### src/rtl/statusPkg.sv
package statusPkg;
  localparam int STW = 8;
  localparam int SELFTEST_BIT = 7;
  localparam int SRQ_BIT = 6;
  localparam int SYNTAX_BIT = 5;
  localparam int MSG_BIT = 4;
  localparam int SETTLED_BIT = 2;
  localparam int PARAM_BIT = 0;
  localparam logic [STW-1:0] IRQ_ABLE_MASK =
    STW'((1 << SELFTEST_BIT) | (1 << SYNTAX_BIT) | (1 << MSG_BIT) |
         (1 << SETTLED_BIT) | (1 << PARAM_BIT));

  typedef struct packed {
    logic           clearAll;
    logic           rdLatch;
    logic [STW-1:0] setVec;
  } statusCtrlT;
endpackage

### src/rtl/statusCtrl.sv
module statusCtrl
  import statusPkg::*;
(
  input  logic       clk,
  input  logic       rstN,
  input  logic       pwrUpDone,
  input  logic       evSelfTest,
  input  logic       evSyntax,
  input  logic       evParam,
  input  logic       evMsgAvail,
  input  logic       settledLvl,
  input  logic       clrStatus,
  input  logic       devClear,
  input  logic       queryRd,
  input  logic       pollRd,
  input  logic       srqBit,
  output statusCtrlT ctrl,
  output logic       powered
);
  logic poweredQ;
  logic settledPrev;
  logic settledRise;

  always_ff @(posedge clk or negedge rstN) begin
    if (!rstN) begin
      poweredQ    <= 1'b0;
      settledPrev <= 1'b0;
    end else begin
      poweredQ    <= poweredQ | pwrUpDone;
      settledPrev <= settledLvl;
    end
  end

  assign settledRise = settledLvl & ~settledPrev;
  assign powered = poweredQ;

  always_comb begin
    ctrl = '0;
    if (!poweredQ) begin
      if (pwrUpDone) begin
        ctrl.clearAll = 1'b1;
        ctrl.setVec[SETTLED_BIT] = 1'b1;
      end
    end else begin
      ctrl.setVec[SELFTEST_BIT] = evSelfTest;
      ctrl.setVec[SYNTAX_BIT]   = evSyntax;
      ctrl.setVec[MSG_BIT]      = evMsgAvail;
      ctrl.setVec[SETTLED_BIT]  = settledRise;
      ctrl.setVec[PARAM_BIT]    = evParam;
      ctrl.clearAll = clrStatus | devClear | (queryRd & srqBit);
    end
    ctrl.rdLatch = pollRd | (queryRd & poweredQ);
  end
endmodule

### src/rtl/statusDatapath.sv
module statusDatapath
  import statusPkg::*;
(
  input  logic           clk,
  input  logic           rstN,
  input  statusCtrlT     ctrl,
  input  logic           maskWr,
  input  logic [STW-1:0] maskData,
  output logic [STW-1:0] statusQ,
  output logic [STW-1:0] maskQ,
  output logic [STW-1:0] rdData
);
  logic [STW-1:0] statusD;
  logic [STW-1:0] riseVec;
  logic           anyRise;

  assign riseVec = ctrl.setVec & ~statusQ & maskQ;
  assign anyRise = |riseVec;

  for (genvar i = 0; i < STW; i++) begin : gBit
    if (i == SRQ_BIT) begin : gSrq
      assign statusD[i] = (statusQ[i] & ~ctrl.clearAll) | anyRise;
    end else if (IRQ_ABLE_MASK[i]) begin : gEvt
      assign statusD[i] = (statusQ[i] & ~ctrl.clearAll) | ctrl.setVec[i];
    end else begin : gRsv
      assign statusD[i] = 1'b0;
    end
  end

  always_ff @(posedge clk or negedge rstN) begin
    if (!rstN) begin
      statusQ <= '0;
      maskQ   <= '0;
      rdData  <= '0;
    end else begin
      statusQ <= statusD;
      if (maskWr) maskQ <= maskData & IRQ_ABLE_MASK;
      if (ctrl.rdLatch) rdData <= statusQ;
    end
  end
endmodule

### src/rtl/statusSrqUnit.sv
module statusSrqUnit
  import statusPkg::*;
(
  input  logic           clk,
  input  logic           rstN,
  input  logic           pwrUpDone,
  input  logic           evSelfTest,
  input  logic           evSyntax,
  input  logic           evParam,
  input  logic           evMsgAvail,
  input  logic           settledLvl,
  input  logic           clrStatus,
  input  logic           devClear,
  input  logic           queryRd,
  input  logic           pollRd,
  input  logic           maskWr,
  input  logic [STW-1:0] maskData,
  output logic [STW-1:0] rdData,
  output logic           srqIrq
);
  statusCtrlT     ctrl;
  logic           powered;
  logic [STW-1:0] statusQ;
  logic [STW-1:0] maskQ;

  statusCtrl uCtrl (
    .clk(clk), .rstN(rstN), .pwrUpDone(pwrUpDone),
    .evSelfTest(evSelfTest), .evSyntax(evSyntax), .evParam(evParam),
    .evMsgAvail(evMsgAvail), .settledLvl(settledLvl),
    .clrStatus(clrStatus), .devClear(devClear), .queryRd(queryRd),
    .pollRd(pollRd), .srqBit(statusQ[SRQ_BIT]), .ctrl(ctrl),
    .powered(powered)
  );

  statusDatapath uDp (
    .clk(clk), .rstN(rstN), .ctrl(ctrl), .maskWr(maskWr),
    .maskData(maskData), .statusQ(statusQ), .maskQ(maskQ),
    .rdData(rdData)
  );

  assign srqIrq = statusQ[SRQ_BIT];
endmodule

### config.mk
export PLATFORM = sky130hd
export DESIGN_NAME = statusSrqUnit
export DESIGN_NICKNAME = d
export VERILOG_FILES = /design/src/rtl/statusPkg.sv /design/src/rtl/statusCtrl.sv /design/src/rtl/statusDatapath.sv /design/src/rtl/statusSrqUnit.sv
export SDC_FILE = /design/constraint.sdc
export NUM_CORES = 1
export LEC_CHECK = 0
export ABC_CLOCK_PERIOD_IN_PS = 3450
export CORE_MARGIN = 8
export CORE_UTILIZATION = 46
export DETAILED_ROUTE_END_ITERATION = 10
export HOLD_SLACK_MARGIN = 0.06
export PLACE_DENSITY_LB_ADDON = 0.3
export REMOVE_ABC_BUFFERS = 1
export SETUP_SLACK_MARGIN = 0.02
export SYNTH_ARGS = -nofsm -noshare
export SYNTH_HDL_FRONTEND = slang
export SYNTH_HIERARCHICAL = 1
export SYNTH_SLANG_ARGS = --single-unit
### constraint.sdc
create_clock -name clk -period 3.45 [get_ports clk]
set_input_delay 0.69 -clock clk [delete_from_list [all_inputs] [get_ports clk]]
set_output_delay 0.69 -clock clk [all_outputs]
set_load 0.02 [all_outputs]
==> reports/qor.txt, run 1 <==
Clock Path Buffers -> 2
Via count -> 539
Ports -> 30
RSZ-0062 raised after global routing -> no
Final ANT Viol Nets -> 0
Core Util, Final -> 64.0%
Vias per cell -> 5.23
Status -> completed
Endpoints failing setup -> 0
Gpl congestion -> 0.707
Slew Viols, Final -> 0
Fill count -> 133
Sw Pwr -> 0.121 mW
Hold path start -> uDp/rdData[4]$_DFFE_PN0P_
Multi-input gate area -> 298 sq um
Area growth syn-to-layout -> 34.1%
CP Data Arrival Time -> 1.32 ns
Largest net degree at the start of global routing -> 20
Mapped Avg Cell Area -> 13.3 sq um
HPWL Detailed -> 1220 microns
First-pass GRT wire length -> 2480 microns
CP peak stage delay -> 0.63 ns
Fmax -> 496 MHz
Cell Area, Synth -> 797 sq um
TritonRoute pass-1 iters -> 4
Post-CTS Setup Bufs -> 0
Clock power frac -> 23.6%
Reg2Reg Depth -> 5
Avg WL per Cell -> 14.8 microns
Routed WL -> 1530 microns
Crit Path Class -> register to output pin
Maximum VDD drop -> 0.234 mV
Global-route usage over all layers -> 9.68%
Combinational power share -> 21.3%
CTS tree -> yes
Root Driver -> clkbuf_4
Final hold viol count -> 0
Share of layout cells above drive strength 1 -> 30.2%
Port bufs -> 24
CTS buffer count -> 3
Internal reg-to-reg setup slack -> 1.94 ns
PostCTS Resize Cnt -> 0
Initial Utilization -> 47.7%
Reg clk slew, reported paths -> 0.10 ns
Worst R2R End -> uDp/statusQ[6]$_DFF_PN0_
Cell family with most CP delay -> buffers and inverters
Mapped Cells -> 60
Initial antenna violation count -> 0
Sinks on the clock net -> 19
Endpoint class of the critical path -> output pin
# DRC -> 0
Vias in the first global route -> 568
Final worst slack -> 1.44 ns
Sequential share of power -> 55.1%
Overall Power -> 0.469 mW
Die area -> 0.00332 sq mm
CTS Hold Bufs -> 0
Nets -> 108
Static Leak -> 0.466 nW
Diodes inserted -> 0
Die width -> 57.6 microns
Switching share of total power -> 25.7%
Slowest CP cell -> clkdlybuf4s50_1
Worst path bufs/invs -> 1
Measured slew at the worst slew-check pin -> 0.799 ns
Minimum clock period -> 2.01 ns
Worst relative slew slack -> 46.6%
Cell Chain, Critical Path -> clkdlybuf4s50_1
Skew final -> 0.00736 ns
Post-route cell area -> 0.00107 sq mm
Register area -> 475 sq um
Worst hold path type -> register to register
Hold path depth -> 1
Core area -> 0.00167 sq mm
CP Launch Type -> register
Crit Reg-Reg Startpoint -> uCtrl/powered$_DFF_PN0_
Worst Path Required -> 2.76 ns
Placed cell areas -> 0.00104 sq mm
Setup TNS -> 0 ns
Hold EP -> uDp/rdData[4]$_DFFE_PN0P_
Period Utilization, post-route -> 58.4%
Pwr/cell area -> 439 mW/mm^2
Clk_lat worst skew -> 0.29 ns
CP max FO -> 4
Iter 0 DRT Violations -> 7
Synth warn -> 6
Cell row count -> 15
Global route overflow -> 0
Max-capacitance violation count -> 0
Internal -> 0.348 mW
Die Y -> 57.6 microns
Worst slack at placement -> 1.28 ns
H-tree Lvls -> 1
## final cells by class
type,count,share of cell area [%]
clock buffers,4,2.46
inverters,2,0.703
multi-input cells,37,27.9
flip-flops and latches,19,44.5
well taps,17,1.99
repair buffers,24,22.5
## metal layers
metal,track usage (%),share of wire (%)
met1,11.4,47
met2,15.0,46
met3,3.53,6.0
met4,5.36,0.85
met5,0,0
## layout by cell type, fill, tap and decap left out, drive strengths merged
master and count:
a211oi 1, clkbuf 4, o22ai 3, inv 2, mux2 11, conb 2, a21boi 1, a21o 6
dfrtp 19, o2bb2ai 1, or3 1, or2 1, and2 4, nand2 6, clkdlybuf4s50 24
## power by group through the flow
stage          combinational (mW)  sequential, mW  clock (mW)
2_1_floorplan              0.0342           0.274           0
3_3_place_gp               0.0992           0.262           0
3_5_place_dp                0.102           0.263           0
4_1_cts                     0.102           0.259       0.113
5_1_grt                     0.108           0.261       0.124
6_report                    0.100           0.259       0.111
## worst max-delay path by stage
stage / from / end / slack (ns) / depth (start not counted)
floorplan: pwrUpDone / uDp/statusQ[6]$_DFF_PN0_ / 1.84 / 5
global placement: pwrUpDone / uDp/statusQ[6]$_DFF_PN0_ / 1.30 / 6
detailed placement: pwrUpDone / uDp/statusQ[6]$_DFF_PN0_ / 1.28 / 6
CTS: uDp/statusQ[6]$_DFF_PN0_ / srqIrq / 1.42 / 1
global route: uDp/statusQ[6]$_DFF_PN0_ / srqIrq / 1.36 / 1
finish: uDp/statusQ[6]$_DFF_PN0_ / srqIrq / 1.44 / 1
## per-stage QoR
step / instances / hold slack [ns]
finish: 103 / 0.513
global route: 103 / 0.532
CTS: 103 / 0.518
detailed placement: 99 / 0.495
global placement: 99 / 0.489
floorplan: 58 / 0.394
## registers in the layout, indices dropped and copies added (netlist names)
signal	count
uCtrl/powered	1
uCtrl/settledPrev	1
uDp/maskQ	5
uDp/statusQ	6
uDp/rdData	6
Note: power is estimated with default switching activity, not from simulation.
==> run 2: changes to the inputs <==
Settings changed: ABC_CLOCK_PERIOD_IN_PS 3450 to 1690, CORE_UTILIZATION 46 to 39.
Clock period 3.45 ns to 1.69 ns, I/O delays scaled along.
==> run 2 against run 1 <==
Via count increased by 3.3%. First-iteration DRC count is 14% lower. Clock power up 100%. Wire length is the same. Sequential cell count did not move. Worst setup slack lost 1.3 ns. Die area increased by 13%. Sequential power is 100% higher. Utilization decreased by 7.6 points. Clock-buffer cell count unchanged. Cell area increased by 2.5%. Cell count is 12% higher.
==> reports/qor.txt, run 2 (synthesis results as in run 1) <==
CP Launch Type -> register
Global-route usage over all layers -> 9.38%
Placed cell areas -> 0.00107 sq mm
Die Y -> 61.2 microns
Commonest cells after routing, fill and taps aside -> clkdlybuf4s50_1 (23), dfrtp_1 (19), mux2_2 (11), nand2_1 (6), a21o_2 (6)
Sequential share of power -> 55.3%
Period Utilization, post-route -> 94.5%
Fmax -> 626 MHz
Worst path bufs/invs -> 1
Sw Pwr -> 0.243 mW
Final ANT Viol Nets -> 0
Crit Path Class -> register to output pin
Initial antenna violation count -> 0
Ports -> 30
Sinks on the clock net -> 19
H-tree Lvls -> 1
Slowest CP cell -> clkdlybuf4s50_1
Switching share of total power -> 25.4%
Stages on the worst setup path -> 1
Minimum clock period -> 1.60 ns
Gpl congestion -> 0.715
Core area -> 0.00194 sq mm
Final hold viol count -> 0
Global route overflow -> 0
Cell family with most CP delay -> buffers and inverters
Die width -> 61.2 microns
Skew final -> 0.00310 ns
Vias per cell -> 4.84
TritonRoute pass-1 iters -> 4
Largest net degree at the start of global routing -> 20
Area growth syn-to-layout -> 37.4%
CTS tree -> yes
Placed cells -> 111
Maximum VDD drop -> 0.535 mV
Largest regs -> uDp/rdData: 6 flops, uDp/statusQ: 6 flops, uDp/maskQ: 5 flops
Internal reg-to-reg setup slack -> 0.24 ns
CP Data Arrival Time -> 1.26 ns
Vias in the first global route -> 605
Endpoint class of the critical path -> output pin
Endpoints failing setup -> 0
Cell row count -> 16
Post-Layout Cell Count -> 115
Reg clk slew, reported paths -> 0.10 ns
CP peak stage delay -> 0.61 ns
Die area -> 0.00375 sq mm
Pwr/cell area -> 871 mW/mm^2
Reg2Reg Depth -> 5
RSZ-0062 raised after global routing -> no
Clock power frac -> 23.4%
Routed WL -> 1530 microns
Cell Chain, Critical Path -> clkdlybuf4s50_1
Combinational power share -> 21.3%
Diodes inserted -> 0
Commonest non-fill, non-tap cell in the layout -> clkdlybuf4s50_1
CTS buffer count -> 3
Iter 0 DRT Violations -> 6
Max-capacitance violation count -> 0
Port bufs -> 24
Static Leak -> 0.477 nW
Post-route cell area -> 0.00109 sq mm
First-pass GRT wire length -> 2530 microns
Worst Path Required -> 1.35 ns
Internal -> 0.711 mW
Via count -> 557
# DRC -> 0
CP max FO -> 2
Status -> completed
HPWL Detailed -> 1210 microns
Clock Path Buffers -> 2
Worst hold path type -> input pin to async pin
Clk_lat worst skew -> 0.29 ns
Hold WS -> 0.383 ns
Share of layout cells above drive strength 1 -> 31.8%
CTS Hold Bufs -> 0
Nets -> 110
Slew Viols, Final -> 0
Root Driver -> clkbuf_4
Avg WL per Cell -> 13.3 microns
Initial Utilization -> 41.0%
==> run 2: timing repair <==
action,in CTS,in global routing
endpoints found under the setup margin,1,0
buffers inserted,0,0
resized for setup,1,0
hold endpoints to repair,0,0
==> run 2: cell type report <==
class,count,area [sq um]
Tap cell,27,33.8
Clock buffer,4,26.3
Fill cell,176,847
Timing Repair Buffer,26,254
Inverter,2,7.51
Sequential cell,19,475
Multi-Input combinational cell,37,298
==> run 2: final timing paths <==
path                                                start                        end
worst max-delay path            uDp/rdData[5]$_DFFE_PN0P_                  rdData[5]
worst min-delay path                                 rstN   uDp/maskQ[0]$_DFFE_PN0P_
worst max register to register    uCtrl/powered$_DFF_PN0_   uDp/statusQ[6]$_DFF_PN0_
worst min register to register  uDp/rdData[6]$_DFFE_PN0P_  uDp/rdData[6]$_DFFE_PN0P_
max in group asynchronous                            rstN  uDp/rdData[4]$_DFFE_PN0P_
min in group clk                uDp/rdData[6]$_DFFE_PN0P_  uDp/rdData[6]$_DFFE_PN0P_
==> run 2: power groups by stage <==
stage | clock [mW] | sequential [mW] | combinational, mW
after floorplan | 0 | 0.560 | 0.0698
after global routing | 0.248 | 0.533 | 0.220
after detailed placement | 0 | 0.537 | 0.210
after global placement | 0 | 0.535 | 0.207
final | 0.224 | 0.527 | 0.203
after CTS | 0.234 | 0.528 | 0.207
==> run 2: per-stage QoR <==
stage               TNS [ns]  setup WS, ns  utilization, %  power, mW
global route               0        0.0481            56.4       1.00
global placement     -0.0452       -0.0452            55.1      0.742
detailed placement   -0.0801       -0.0801            55.1      0.747
finish                     0        0.0932            56.4      0.954
CTS                        0        0.0727            56.4      0.969
floorplan                  0         0.277               -      0.630
==> run 2: routing by layer <==
| layer | track usage [%] | part of all wire [%] | vias up |
|---|---|---|---|
| met5 | 0 | 0 | - |
| met4 | 5.98 | 0.85 | 0 |
| met3 | 2.51 | 6.0 | 2 |
| met2 | 16.3 | 51 | 16 |
| met1 | 9.75 | 42 | 272 |
| li1 | - | - | 267 |
==> run 3: changes to the inputs <==
Settings changed: CORE_ASPECT_RATIO set to 0.75.
==> run 3 against run 2 <==
Via count shrank 2.5%. Sequential cell count unchanged. Clock-buffer cell count stayed put. Critical path type unchanged. Critical endpoint is now rdData[4]. Highest routed layer unchanged.
==> reports/qor.txt, run 3 (synthesis results as in run 1) <==
Status -> completed
HPWL Detailed -> 1290 microns
Port bufs -> 24
Clk_lat worst skew -> 0.29 ns
Cell family with most CP delay -> buffers and inverters
Static Leak -> 0.477 nW
CP Capture Point -> rdData[4]
Cell row count -> 14
Worst path bufs/invs -> 1
Initial antenna violation count -> 0
Period Utilization, post-route -> 94.3%
Final hold viol count -> 0
Worst hold path type -> input pin to async pin
Clock Path Buffers -> 2
Core area -> 0.00196 sq mm
Reg clk slew, reported paths -> 0.10 ns
Slowest CP cell -> clkdlybuf4s50_1
Final worst slack -> 0.0968 ns
CP Launch Type -> register
Root Driver -> clkbuf_4
Worst Setup SP -> uDp/rdData[4]$_DFFE_PN0P_
Vias in the first global route -> 592
Area growth syn-to-layout -> 36.9%
Largest net degree at the start of global routing -> 20
Share of layout cells above drive strength 1 -> 31.8%
Skew final -> 0.00308 ns
Gpl congestion -> 0.751
Via count -> 543
Minimum clock period -> 1.59 ns
Crit Reg-Reg Startpoint -> uCtrl/powered$_DFF_PN0_
Worst slack at placement -> -0.0718 ns
Largest regs -> uDp/rdData: 6 flops, uDp/statusQ: 6 flops, uDp/maskQ: 5 flops
Post-CTS Setup Bufs -> 0
Crit Path Class -> register to output pin
Nets -> 110
Die Y -> 55.2 microns
CP Data Arrival Time -> 1.26 ns
CTS buffer count -> 3
Worst R2R End -> uDp/statusQ[6]$_DFF_PN0_
Commonest non-fill, non-tap cell in the layout -> clkdlybuf4s50_1
Worst Path Required -> 1.35 ns
Maximum VDD drop -> 0.514 mV
H-tree Lvls -> 1
Pwr/cell area -> 877 mW/mm^2
CP max FO -> 2
Vias per cell -> 4.85
Global-route usage over all layers -> 9.71%
Die area -> 0.00376 sq mm
Commonest cells after routing, fill and taps aside -> clkdlybuf4s50_1 (23), dfrtp_1 (19), mux2_2 (11), nand2_1 (6), a21o_2 (6)
TritonRoute pass-1 iters -> 2
Reg2Reg Depth -> 5
Stages on the worst setup path -> 1
RSZ-0062 raised after global routing -> no
Die width -> 68.2 microns
Endpoints failing setup -> 0
Sinks on the clock net -> 19
Setup TNS -> 0 ns
First-pass GRT wire length -> 2680 microns
CTS tree -> yes
Cell Chain, Critical Path -> clkdlybuf4s50_1
Diodes inserted -> 0
Fmax -> 628 MHz
Ports -> 30
Avg WL per Cell -> 14.1 microns
Global route overflow -> 0
Internal reg-to-reg setup slack -> 0.24 ns
Iter 0 DRT Violations -> 7
# DRC -> 0
Initial Utilization -> 40.6%
Endpoint class of the critical path -> output pin
Slew Viols, Final -> 0
Max-capacitance violation count -> 0
Fill count -> 183
Routed WL -> 1580 microns
Final ANT Viol Nets -> 0
CP peak stage delay -> 0.60 ns
## run 3: cell counts in the layout (fill, tap and decap cells not counted)
Identical to the previous run, type by type.
## run 3: power breakdown
part	internal [mW]	leakage [nW]	switching (mW)
combinational	0.120	0.244	0.0833
sequential	0.499	0.219	0.0296
clock	0.0919	0.0150	0.132
total	0.711	0.477	0.245
## run 3: routing by layer
layer | vias to the layer above | GRT usage [%] | routed length, microns
met2 | 24 | 15.4 | 717
met5 | - | 0 | 0
met1 | 256 | 11.3 | 705
met4 | 0 | 3.05 | 10
met3 | 2 | 5.03 | 143
li1 | 261 | - | -
## run 3: per-stage QoR
stage / power (mW) / util [%] / cells / hold slack, ns / cell area (sq um)
after floorplan: 0.630 / - / 58 / 0.0424 / 781
after global placement: 0.743 / 54.3 / 108 / 0.489 / 1070
after detailed placement: 0.750 / 54.3 / 108 / 0.497 / 1070
after CTS: 0.972 / 55.6 / 112 / 0.367 / 1090
after global routing: 1.01 / 55.6 / 112 / 0.384 / 1090
final: 0.957 / 55.6 / 112 / 0.360 / 1090
## run 3: what timing repair did
action                     in CTS  in global routing
hold buffers                    0                  0
setup endpoints to repair       1                  0
gates resized for setup         1                  0
## run 3: worst min path at each step
stage | start | endpoint | slack, ns | cells after the start
floorplan | rstN | uCtrl/powered$_DFF_PN0_ | 0.04 | 0
global placement | uDp/rdData[6]$_DFFE_PN0P_ | uDp/rdData[6]$_DFFE_PN0P_ | 0.49 | 1
detailed placement | uDp/rdData[7]$_DFFE_PN0P_ | uDp/rdData[7]$_DFFE_PN0P_ | 0.50 | 1
CTS | rstN | uDp/rdData[2]$_DFFE_PN0P_ | 0.37 | 2
global route | rstN | uCtrl/powered$_DFF_PN0_ | 0.38 | 2
finish | rstN | uDp/rdData[2]$_DFFE_PN0P_ | 0.36 | 2
## run 3: layout make-up
type / instances / area (sq um) / area share [%]
clock buffer: 4 / 26.3 / 2.41
inverter: 2 / 7.51 / 0.688
multi-input combinational: 37 / 298 / 27.3
sequential: 19 / 475 / 43.6
tap: 24 / 30.0 / 2.75
timing repair buffer: 26 / 254 / 23.3
